## config.mk

```make
export PLATFORM = sky130hd
export DESIGN_NAME = raster_timing_gen
export DESIGN_NICKNAME = d
export VERILOG_FILES = /design/src/rtl/raster_pkg.sv /design/src/rtl/raster_cfg_shadow.sv /design/src/rtl/raster_scan_counters.sv /design/src/rtl/raster_fetch_addr.sv /design/src/rtl/raster_timing_gen.sv
export SDC_FILE = /design/constraint.sdc
export NUM_CORES = 1
export LEC_CHECK = 0
export ABC_AREA = 1
export BUFFER_PORTS_ARGS = -buffer_cell sky130_fd_sc_hd__buf_2
export CORE_UTILIZATION = 50
export CTS_CLUSTER_DIAMETER = 80
export CTS_CLUSTER_SIZE = 30
export DETAILED_ROUTE_END_ITERATION = 8
export PLACE_DENSITY = 0.74
export SLEW_MARGIN = 20
export SYNTH_ARGS = -nofsm -noshare
export SYNTH_HDL_FRONTEND = slang
export SYNTH_HIERARCHICAL = 1
export SYNTH_SLANG_ARGS = --single-unit
```

## constraint.sdc

```tcl
create_clock -name clk -period 8 [get_ports clk]
set_clock_uncertainty 0.15 [all_clocks]
set_input_delay 1.6 -clock clk [delete_from_list [all_inputs] [get_ports clk]]
set_output_delay 1.6 -clock clk [all_outputs]
set_load 0.1 [all_outputs]
```

## src/rtl/raster_pkg.sv

```systemverilog
package raster_pkg;

    localparam int CHAR_PX  = 8;
    localparam int CHAR_SH  = $clog2(CHAR_PX);

    localparam int HCODE_W  = 9;
    localparam int HDISP_W  = 8;
    localparam int VCODE_W  = 11;
    localparam int START_W  = 20;
    localparam int PITCH_W  = 10;
    localparam int FMT_W    = 3;

    localparam int HCNT_W   = HCODE_W + CHAR_SH;
    localparam int VCNT_W   = VCODE_W;
    localparam int PIXB_W   = HCNT_W + 2;

    localparam int H_TOT_LSB     = 0;
    localparam int H_DISP_LSB    = 16;
    localparam int V_TOT_LSB     = 0;
    localparam int V_DISP_LSB    = 16;
    localparam int FB_START_LSB  = 0;
    localparam int FB_PITCH_LSB  = 22;
    localparam int CTL_RUN_BIT   = 25;
    localparam int CTL_EXT_BIT   = 24;
    localparam int CTL_FMT_LSB   = 8;
    localparam int CTL_BLANK_BIT = 6;

    typedef enum logic [FMT_W-1:0] {
        PF_NONE  = 3'd0,
        PF_4BPP  = 3'd1,
        PF_8BPP  = 3'd2,
        PF_15BPP = 3'd3,
        PF_16BPP = 3'd4,
        PF_24BPP = 3'd5,
        PF_32BPP = 3'd6,
        PF_RSVD  = 3'd7
    } pix_fmt_e;

    typedef struct packed {
        logic [HCODE_W-1:0] htot;
        logic [HDISP_W-1:0] hdisp;
        logic [VCODE_W-1:0] vtot;
        logic [VCODE_W-1:0] vdisp;
        logic [START_W-1:0] start;
        logic [PITCH_W-1:0] pitch;
        pix_fmt_e           fmt;
    } raster_cfg_t;

    function automatic raster_cfg_t decode_regs(input logic [31:0] hr,
                                                input logic [31:0] vr,
                                                input logic [31:0] fr,
                                                input logic [31:0] cr);
        raster_cfg_t c;
        c.htot  = hr[H_TOT_LSB +: HCODE_W];
        c.hdisp = hr[H_DISP_LSB +: HDISP_W];
        c.vtot  = vr[V_TOT_LSB +: VCODE_W];
        c.vdisp = vr[V_DISP_LSB +: VCODE_W];
        c.start = fr[FB_START_LSB +: START_W];
        c.pitch = fr[FB_PITCH_LSB +: PITCH_W];
        c.fmt   = pix_fmt_e'(cr[CTL_FMT_LSB +: FMT_W]);
        return c;
    endfunction

    function automatic logic [PIXB_W-1:0] pixel_bytes(input pix_fmt_e fmt,
                                                      input logic [HCNT_W-1:0] h);
        logic [PIXB_W-1:0] hx;
        hx = {2'b00, h};
        case (fmt)
            PF_4BPP:            return hx >> 1;
            PF_15BPP, PF_16BPP: return hx << 1;
            PF_24BPP:           return (hx << 1) + hx;
            PF_32BPP:           return hx << 2;
            default:            return hx;
        endcase
    endfunction

    function automatic logic [HCNT_W-1:0] last_pixel(input logic [HCODE_W-1:0] code);
        return {code, {CHAR_SH{1'b1}}};
    endfunction

    function automatic logic [HCNT_W-1:0] visible_px(input logic [HDISP_W-1:0] code);
        logic [HDISP_W:0] chars;
        chars = {1'b0, code} + 1'b1;
        return HCNT_W'({chars, {CHAR_SH{1'b0}}});
    endfunction

endpackage

```

## src/rtl/raster_cfg_shadow.sv

```systemverilog
module raster_cfg_shadow
    import raster_pkg::*;
(
    input  logic        clk,
    input  logic        rst,
    input  logic [31:0] hreg_i,
    input  logic [31:0] vreg_i,
    input  logic [31:0] fbreg_i,
    input  logic [31:0] ctrl_i,
    input  logic        reload_slot_i,
    output raster_cfg_t cfg_o
);

    logic load;
    logic unused_bits;

    assign load = reload_slot_i & ctrl_i[CTL_RUN_BIT] & ~ctrl_i[CTL_BLANK_BIT];

    assign unused_bits = ^{hreg_i[31:24], hreg_i[15:9], vreg_i[31:27], vreg_i[15:11],
                           fbreg_i[21:20], ctrl_i[31:26], ctrl_i[24], ctrl_i[23:11],
                           ctrl_i[7], ctrl_i[5:0]};

    always_ff @(posedge clk) begin
        if (rst) begin
            cfg_o <= '0;
        end else if (load) begin
            cfg_o <= decode_regs(hreg_i, vreg_i, fbreg_i, ctrl_i);
        end
    end

endmodule

```

## src/rtl/raster_scan_counters.sv

```systemverilog
module raster_scan_counters
    import raster_pkg::*;
(
    input  logic               clk,
    input  logic               rst,
    input  logic               run_i,
    input  logic [HCODE_W-1:0] htot_i,
    input  logic [VCODE_W-1:0] vtot_i,
    output logic [HCNT_W-1:0]  hcount_o,
    output logic [VCNT_W-1:0]  vcount_o,
    output logic               running_o,
    output logic               frame_end_o
);

    logic [HCNT_W-1:0] h_last;
    logic              line_end;

    assign h_last      = last_pixel(htot_i);
    assign line_end    = running_o && (hcount_o == h_last);
    assign frame_end_o = line_end && (vcount_o == vtot_i);

    always_ff @(posedge clk) begin
        if (rst) begin
            running_o <= 1'b0;
            hcount_o  <= '0;
            vcount_o  <= '0;
        end else begin
            running_o <= run_i;
            if (!run_i) begin
                hcount_o <= '0;
                vcount_o <= '0;
            end else if (running_o) begin
                if (line_end) begin
                    hcount_o <= '0;
                    if (vcount_o == vtot_i) begin
                        vcount_o <= '0;
                    end else begin
                        vcount_o <= vcount_o + 1'b1;
                    end
                end else begin
                    hcount_o <= hcount_o + 1'b1;
                end
            end
        end
    end

    assert_h_in_range_R3: assert property (@(posedge clk) disable iff (rst)
        running_o |-> (hcount_o <= h_last));

    assert_v_in_range_R3: assert property (@(posedge clk) disable iff (rst)
        running_o |-> (vcount_o <= vtot_i));

    assert_idle_zero_R2: assert property (@(posedge clk) disable iff (rst)
        !run_i |=> (hcount_o == '0 && vcount_o == '0 && !running_o));

endmodule

```

## src/rtl/raster_fetch_addr.sv

```systemverilog
module raster_fetch_addr
    import raster_pkg::*;
#(
    parameter int ADDR_W = 26
) (
    input  logic [START_W-1:0] start_i,
    input  logic [PITCH_W-1:0] pitch_i,
    input  pix_fmt_e           fmt_i,
    input  logic [HCNT_W-1:0]  hcount_i,
    input  logic [VCNT_W-1:0]  vcount_i,
    output logic [ADDR_W-1:0]  addr_o
);

    localparam int FULL_W = VCNT_W + PITCH_W + CHAR_SH + 1;

    logic [FULL_W-1:0] base_b;
    logic [FULL_W-1:0] stride_b;
    logic [FULL_W-1:0] line_b;
    logic [FULL_W-1:0] pix_b;
    logic [FULL_W-1:0] full;

    assign base_b   = FULL_W'({start_i, {CHAR_SH{1'b0}}});
    assign stride_b = FULL_W'({pitch_i, {CHAR_SH{1'b0}}});
    assign line_b   = FULL_W'(vcount_i) * stride_b;
    assign pix_b    = FULL_W'(pixel_bytes(fmt_i, hcount_i));
    assign full     = base_b + line_b + pix_b;

    generate
        if (ADDR_W > FULL_W) begin : g_wide
            assign addr_o = {{(ADDR_W-FULL_W){1'b0}}, full};
        end else if (ADDR_W == FULL_W) begin : g_exact
            assign addr_o = full;
        end else begin : g_narrow
            assign addr_o = full[ADDR_W-1:0];
        end
    endgenerate

endmodule

```

## src/rtl/raster_timing_gen.sv

```systemverilog
module raster_timing_gen
    import raster_pkg::*;
#(
    parameter int ADDR_W = 26
) (
    input  logic              clk,
    input  logic              rst,
    input  logic [31:0]       hreg_i,
    input  logic [31:0]       vreg_i,
    input  logic [31:0]       fbreg_i,
    input  logic [31:0]       ctrl_i,
    output logic [HCNT_W-1:0] hcount_o,
    output logic [VCNT_W-1:0] vcount_o,
    output logic              active_o,
    output logic [ADDR_W-1:0] fetch_addr_o,
    output logic              frame_start_o,
    output logic              hsync_o,
    output logic              vsync_o
);

    raster_cfg_t cfg;
    logic        run;
    logic        running;
    logic        frame_end;
    logic        in_h;
    logic        in_v;

    assign run = ctrl_i[CTL_RUN_BIT] & ctrl_i[CTL_EXT_BIT];

    raster_cfg_shadow u_shadow (
        .clk           (clk),
        .rst           (rst),
        .hreg_i        (hreg_i),
        .vreg_i        (vreg_i),
        .fbreg_i       (fbreg_i),
        .ctrl_i        (ctrl_i),
        .reload_slot_i (!running || frame_end),
        .cfg_o         (cfg)
    );

    raster_scan_counters u_count (
        .clk         (clk),
        .rst         (rst),
        .run_i       (run),
        .htot_i      (cfg.htot),
        .vtot_i      (cfg.vtot),
        .hcount_o    (hcount_o),
        .vcount_o    (vcount_o),
        .running_o   (running),
        .frame_end_o (frame_end)
    );

    raster_fetch_addr #(.ADDR_W(ADDR_W)) u_addr (
        .start_i  (cfg.start),
        .pitch_i  (cfg.pitch),
        .fmt_i    (cfg.fmt),
        .hcount_i (hcount_o),
        .vcount_i (vcount_o),
        .addr_o   (fetch_addr_o)
    );

    assign in_h          = hcount_o < visible_px(cfg.hdisp);
    assign in_v          = vcount_o <= cfg.vdisp;
    assign active_o      = running && in_h && in_v && !ctrl_i[CTL_BLANK_BIT];
    assign frame_start_o = running && (hcount_o == '0) && (vcount_o == '0);
    assign hsync_o       = running && (hcount_o[HCNT_W-1:CHAR_SH] == cfg.htot);
    assign vsync_o       = running && (vcount_o == cfg.vtot);

    assert_blank_inactive_R4: assert property (@(posedge clk) disable iff (rst)
        ctrl_i[CTL_BLANK_BIT] |-> !active_o);

    assert_frame_pulse_single_R8: assert property (@(posedge clk) disable iff (rst)
        frame_start_o |=> !frame_start_o);

    assert_cfg_hold_mid_frame_R6: assert property (@(posedge clk) disable iff (rst)
        (running && !frame_end) |=> $stable(cfg));

endmodule

```

==> impl_metrics.py, run 1 <==
metrics = {
    "status": {
        "outcome": "finished, violations left",
        "violations": "negative setup slack",
    },
    "logic_synthesis": {
        "syn_inst": 1976,
        "synthSimpleGateAreaFrac": 0.354,
        "synthDominantCellAreaShare": 0.192,
        "synth_edf_count": 0,
        "synth_fa_ha_area_frac": 0.257,
        "syn_area_um2": 12300,
        "synth.distinct_cells": 47,
        "synth-xor-area-share": 0.0299,
        "synth_area_leaders": "nand2_1 19%, dfxtp_1 16%, fa_1 14%",
        "synth_nets": 2309,
        "muxShareOfSynthArea": 0,
        "synth_top_family_by_area": "simple AND/OR/NAND/NOR gates",
        "yosysSeqAreaShare": 0.156,
        "async_reset_ff_frac": 0,
        "yosys.area.top_type": "nand2_1",
        "synth_compound_area_frac": 0.0555,
        "ys_ff_latch": 96,
        "synthFlopType": "dfxtp_1",
        "yosys_warnings": 6,
        "syn_area_per_cell_um2": 6.22,
    },
    "setup_path": {
        "endpoint_kind": "output port",
        "start_kind": "flip-flop",
        "cp.arrival_ps": 6310,
        "cpMaxStageDelayCell": "fa_1",
        "critPathMaxStageDelay_ps": 550,
        "r2r_start": "u_count/hcount_o[1]",
        "critPathBufInv": 7,
        "startpoint": "u_shadow/cfg_o[4]",
        "critical_path_class": "reg2out",
        "r2r_cells": 14,
        "cp.required_ps": 6250,
        "r2r_setup_slack_ps": 4120,
        "rr_endpoint": "u_shadow/cfg_o[18]",
        "cp_top_family": "adder cells",
        "path_max_fanout": 5,
    },
    "timing": {
        "period_needed_ps": 8060,
        "drv_slew": 0,
        "max_clock_freq_mhz": 124,
        "tns_ps": -260,
        "setup_violations": 7,
        "max-slew-margin-rel": 0.296,
        "fin_crit_sh": 1.01,
        "worstMarginPinSlew_ps": 1050,
        "setup_slack_ps": -61.9,
        "rsz0062_at_grt": "true",
        "finalHoldViolations": 0,
    },
    "drt": {
        "wl_met3_um": 1880,
        "routedWlPerCell_um": 14.0,
        "wl_met2_um": 16600,
        "ant_nets": 0,
        "routed.top_layer": "met4",
        "vias": 12488,
        "drt-met1-wl_um": 15700,
        "drtPass1Iterations": 7,
        "drc_errors": 0,
        "vias_per_cell": 5.00,
        "first_iter_violations": 882,
        "wirelength_um": 35000,
    },
    "global_route": {
        "gr-usage-all-layers": 0.281,
        "grt_max_degree": 75,
        "grt_pass1_vias": 11910,
        "antenna_found_initial": 0,
        "grt_pass1_wl_um": 57700,
        "overflow": 0,
    },
    "placement": {
        "io_buffers": 128,
        "place.gp.congestion": 0.954,
        "hpwlAfterDp_um": 27300,
        "dp.cells": 2463,
    },
    "hold_path": {
        "hp-class": "reg2reg",
        "worstHoldEndpoint": "u_shadow/cfg_o[39]",
        "hp-start": "u_shadow/cfg_o[39]",
        "hold_depth": 4,
    },
    "clocking": {
        "cts_tree": "done",
        "cts_sinks": 96,
        "cts_root_buf": "clkbuf_16",
        "clk_latency_ps": 360,
        "cts_buffers": 9,
        "cts.clk_slew.worst_paths_ps": 80,
        "cts.path.max_buffers": 2,
        "htree_levels": 3,
        "hold_buffers": 0,
    },
    "pwr": {
        "power_uw": 1480,
        "p_per_area_nw_per_um2": 96.8,
        "p_leak_uw": 0.00869,
        "ir_drop_mv": 0.120,
    },
    "finish": {
        "layout_commonest_cell": "nand2_1",
        "syn_to_final_growth_pct": 24.5,
        "layout.cells.non_filler": 2498,
        "n_antenna_cell": 0,
        "layout-drive-gt1-share": 0.204,
        "final_cell_mix": "590 x nand2_1, 392 x inv_1, 235 x nor2_1, 114 x buf_2, 101 x buf_4",
        "fin_nets": 2502,
        "fillers": 2216,
    },
    "floorplan": {
        "initial_core_util": 0.507,
        "die_w_um": 159,
        "io_pins": 183,
        "core_area_um2": 24200,
        "die_y_um": 159,
        "row_count": 57,
        "dieArea_um2": 25200,
    },
    "job": {
        "maxCapViolCount": 0,
    },
}
-- report_power, final --
| part | leakage [uW] | internal, uW | total [uW] | switching (uW) |
|---|---|---|---|---|
| clock network | 0.000159 | 254 | 480 | 226 |
| logic | 0.00774 | 154 | 472 | 319 |
| registers | 0.000799 | 500 | 529 | 29.6 |
| total | 0.00869 | 908 | 1480 | 574 |
-- synth_stat cells (2+ instances only) --
cell type and instances:
o211ai_1 2, xor2_1 29, or2_2 3, nor3_1 8, nor2_1 257, inv_2 11
inv_1 401, a22oi_1 2, nor3b_2 2, nand3b_1 12, nor3_2 5, xnor2_1 13
a211oi_1 5, nand4_1 22, a31oi_1 3, buf_2 10, o22ai_1 5, a21oi_1 52
nand2_2 5, o21bai_1 4, nand3_2 7, buf_4 11, nor4_1 6, o21ai_2 2
clkbuf_1 28, o21ai_0 32, o21ai_1 10, nand3_1 80, nand2_1 629, dfxtp_1 96
fa_1 83, nor2_8 2, nor2_2 6, ha_1 120
-- worst register-to-register path: stages (launching register included) --
cell and delay, ps:
dfxtp_1 590, ha_1 250, nand2_1 90, inv_2 90, nand2_1 80, nor2_2 190
nand3_1 100, nor2_1 240, nand2_1 160, inv_1 90, or2_2 130, nand3_4 570
buf_4 630, nor2_1 340, nor2_1 80
-- logic make-up (layout without fill, tap and decap cells) --
family / after synthesis / after routing
buf+inv: 463 / 661
compound gates: 122 / 122
other cells: 1 / 1
xor+xnor: 42 / 42
simple gates: 1049 / 1049
flops: 96 / 96
fa+ha+maj: 203 / 203
-- registers in the layout, summed over array words and instances (netlist names) --
signal             count
u_count/hcount_o      12
u_count/vcount_o      11
u_count/running_o      1
u_shadow/cfg_o        72
-- per-stage QoR --
step	hold WS (ps)	instance area [um^2]	utilization	setup WS, ps
after detailed placement	349	14100	0.583	-144
after global routing	414	15300	0.631	-369
after CTS	363	15000	0.619	-10.5
final	364	15300	0.631	-61.9
after global placement	348	14100	0.583	-12.3
after floorplan	339	12500	-	-135
-- how the worst max path moves through the flow --
stage | end | slack, ps | depth (start not counted)
finish | fetch_addr_o[21] | -60 | 28
global route | fetch_addr_o[23] | -370 | 31
CTS | fetch_addr_o[23] | -10 | 29
detailed placement | fetch_addr_o[24] | -140 | 27
global placement | fetch_addr_o[24] | -10 | 26
floorplan | fetch_addr_o[11] | -140 | 22
-- area by class of cell --
cell class,count,area (um^2),area share
inverter,413,1550,0.101
timing repair buffer,232,1640,0.107
sequential,96,1980,0.129
tap,324,405,0.0265
multi-input combinational,1417,9400,0.614
clock buffer,9,225,0.0147
clock inverter,7,97.6,0.00638
-- metal layers --
metal | global-route usage | vias up
li1 | - | 6328
met1 | 0.376 | 5682
met2 | 0.478 | 413
met3 | 0.0243 | 65
met4 | 0.0838 | 0
met5 | 0 | -
-- repair_timing --
action,4_1_cts,5_1_grt
setup buffers,16,3
pin swaps,54,23
endpoints found under the hold margin,0,0
endpoints found under the setup margin,15,15
gates resized for setup,100,54
Power figures use the tool's default switching activity.
==> inputs of run 2 (changes only) <==
Settings changed: ABC_AREA 1 to unset, PLACE_DENSITY 0.74 to 0.75.
==> run 2 against run 1 <==
  * Maximum frequency decreased by 3.4%
  * First-iteration DRC count decreased by 50%
  * Global-route usage shrank 3.4 points
  * Synthesized cell count shrank 31%
  * Combinational power down 30%
  * The run still ends with negative setup slack left
  * Cell count is 27% lower
  * Critical endpoint is now fetch_addr_o[22]
==> impl_metrics.py, run 2 <==
metrics = {
    "timing": {
        "setup_violations": 11,
        "worstMarginPinSlew_ps": 870,
        "period_needed_ps": 8350,
        "whs_ps": 326,
        "tns_ps": -2970,
        "max_clock_freq_mhz": 120,
        "finalHoldViolations": 0,
        "setup_slack_ps": -345,
        "fin_crit_sh": 1.04,
        "max-slew-margin-rel": 0.419,
        "rsz0062_at_grt": "true",
        "drv_slew": 0,
    },
    "logic_synthesis": {
        "ys_ff_latch": 96,
        "synth_area_leaders": "dfxtp_1 17%, fa_1 14%, ha_1 13%",
        "synthTopCellsByCount": "150 x nand2b_1, 134 x inv_1, 120 x ha_1",
        "syn_area_um2": 11600,
        "synth.distinct_cells": 74,
        "syn_inst": 1357,
        "async_reset_ff_frac": 0,
        "synthDominantCellAreaShare": 0.166,
        "yosys.area.top_type": "dfxtp_1",
        "yosysMostFrequentCell": "nand2b_1",
        "syn_area_per_cell_um2": 8.54,
        "synthFlopType": "dfxtp_1",
        "yosysSeqAreaShare": 0.166,
        "yosys_warnings": 6,
        "synth_edf_count": 0,
        "synth_nets": 1690,
    },
    "pwr": {
        "p_sw_uw": 461,
        "power_frac_comb": 0.249,
        "pwr-share-clk": 0.360,
        "p_per_area_nw_per_um2": 91.3,
        "power_uw": 1320,
        "swShare": 0.350,
        "ir_drop_mv": 0.125,
        "p_leak_uw": 0.00686,
        "seq_power_share": 0.391,
        "p_int_uw": 857,
    },
    "clocking": {
        "cts_root_buf": "clkbuf_16",
        "cts.clk_slew.worst_paths_ps": 80,
        "cts_buffers": 9,
        "cts_sinks": 96,
        "htree_levels": 3,
        "hold_buffers": 0,
        "cts.path.max_buffers": 2,
        "clk_latency_ps": 370,
        "cts_tree": "done",
    },
    "placement": {
        "hpwlAfterDp_um": 21300,
        "io_buffers": 128,
        "place.gp.congestion": 0.860,
        "place_area_um2": 13500,
    },
    "finish": {
        "syn_to_final_growth_pct": 24.6,
        "top_register": "u_shadow/cfg_o",
        "layout-drive-gt1-share": 0.245,
        "layout_commonest_cell": "nand2b_1",
        "utilization": 0.636,
        "final_cell_area_um2": 14400,
        "fin_nets": 1862,
        "final_cell_mix": "150 x nand2b_1, 127 x inv_1, 112 x buf_2, 99 x ha_1, 92 x nand2_1",
        "largest_reg_flops": 72,
        "fillers": 1822,
        "top_regs": "u_shadow/cfg_o (72), u_count/hcount_o (12), u_count/vcount_o (11)",
    },
    "global_route": {
        "antenna_found_initial": 2,
        "grt_pass1_wl_um": 47600,
        "grt_use_met3": 0.0339,
        "grt-busiest-layer": "met2",
        "grt_max_degree": 103,
        "globalRouteMet2Util": 0.423,
        "overflow": 0,
        "grt_pass1_vias": 9926,
        "gr-usage-all-layers": 0.246,
        "grt_use_met1": 0.324,
    },
    "floorplan": {
        "row_count": 55,
        "dieArea_um2": 23800,
        "die_y_um": 154,
        "initial_core_util": 0.510,
        "die_w_um": 154,
        "core_area_um2": 22700,
        "io_pins": 183,
    },
    "drt": {
        "routedWlPerCell_um": 15.8,
        "first_iter_violations": 444,
        "vias_per_cell": 5.51,
        "vias": 10029,
        "ant_nets": 0,
        "drtPass1Iterations": 7,
        "drc_errors": 0,
        "wirelength_um": 28800,
    },
    "hold_path": {
        "worstHoldEndpoint": "u_shadow/cfg_o[16]",
        "hp-class": "reg2reg",
        "hold_depth": 2,
        "hp-start": "u_shadow/cfg_o[16]",
    },
    "setup_path": {
        "cpMaxStageDelayCell": "fa_1",
        "r2r_setup_slack_ps": 3790,
        "start_kind": "flip-flop",
        "rr_endpoint": "u_shadow/cfg_o[24]",
        "startpoint": "u_shadow/cfg_o[9]",
        "critPathMaxStageDelay_ps": 540,
        "r2r_start": "u_count/hcount_o[1]",
        "cp.required_ps": 6250,
        "critical_path_class": "reg2out",
        "path_max_fanout": 7,
        "cp.arrival_ps": 6600,
        "crit_top_cell": "fa_1",
        "r2r_cells": 9,
        "endpoint_kind": "output port",
    },
    "status": {
        "outcome": "finished, violations left",
        "violations": "negative setup slack",
    },
    "job": {
        "maxCapViolCount": 0,
    },
}
[run 2: changes by cell type in the layout (fill, tap and decap cells not counted), sizes merged, moves of 10 or more]
cell / before / now
a21o: 1 / 26
a31oi: 3 / 13
and2: 1 / 66
and3: 0 / 14
buf: 232 / 219
inv: 416 / 139
mux2i: 0 / 75
nand2: 636 / 105
nand2b: 0 / 150
nand3: 87 / 34
nor2: 266 / 50
o221ai: 0 / 16
xnor2: 13 / 45
xor2: 29 / 52
[run 2: through the flow]
step	cells	setup WS [ps]
floorplan	1357	-461
CTS	1805	-234
global route	1819	-603
global placement	1780	-219
finish	1820	-345
detailed placement	1780	-322
[run 2: worst max-delay path: cells and delay by family, from the launching register on]
family          cells  cell delay [ps]
xor+xnor            1              140
compound gates      4              900
fa+ha+maj           8             3550
flops               1              360
simple gates        6              750
buf+inv             6              540
[run 2: timing repair]
action / CTS / global route
pin swaps: 62 / 23
resized for setup: 80 / 14
endpoints found under the setup margin: 15 / 14
buffers inserted: 9 / 14
[run 2: worst max path at each step]
stage | endpoint | depth (start not counted) | slack, ps
2_1_floorplan | fetch_addr_o[22] | 24 | -460
3_3_place_gp | fetch_addr_o[21] | 25 | -220
3_5_place_dp | fetch_addr_o[21] | 28 | -320
4_1_cts | fetch_addr_o[22] | 25 | -230
5_1_grt | fetch_addr_o[22] | 25 | -600
6_report | fetch_addr_o[22] | 25 | -350
[run 2: per-layer routing]
layer	part of all wire	up-vias
li1	-	4907
met1	0.46	4793
met2	0.48	287
met3	0.044	40
met4	0.018	2
met5	0.00035	-
[run 2: kinds of logic (layout without fill, tap and decap cells)]
kind of cell | count (synthesis) | count (layout) | share of synthesized area
flip-flops | 96 | 96 | 0.166
other | 1 | 2 | 0.000324
buffers and inverters | 194 | 371 | 0.0756
AO/OA/AOI/OAI | 204 | 204 | 0.118
AND/OR/NAND/NOR | 487 | 487 | 0.229
adder cells (fa/ha/maj) | 203 | 203 | 0.273
XOR/XNOR | 97 | 97 | 0.0733
multiplexers | 75 | 75 | 0.0648
[run 2: layout make-up]
class / count / area, um^2 / area share
repair buffers: 220 / 1580 / 0.109
multi-input cells: 1067 / 9700 / 0.672
well taps: 285 / 357 / 0.0247
clock buffers: 10 / 250 / 0.0173
clock inverters: 6 / 63.8 / 0.00442
flip-flops and latches: 96 / 1980 / 0.137
inverters: 135 / 507 / 0.0351
diodes: 1 / 2.50 / 0.000173
[run 2: power by group through the flow]
stage | logic, uW | clock network [uW] | registers (uW)
floorplan | 249 | 0 | 516
global placement | 307 | 0 | 526
detailed placement | 313 | 0 | 527
CTS | 324 | 485 | 515
global route | 353 | 503 | 518
finish | 329 | 475 | 515
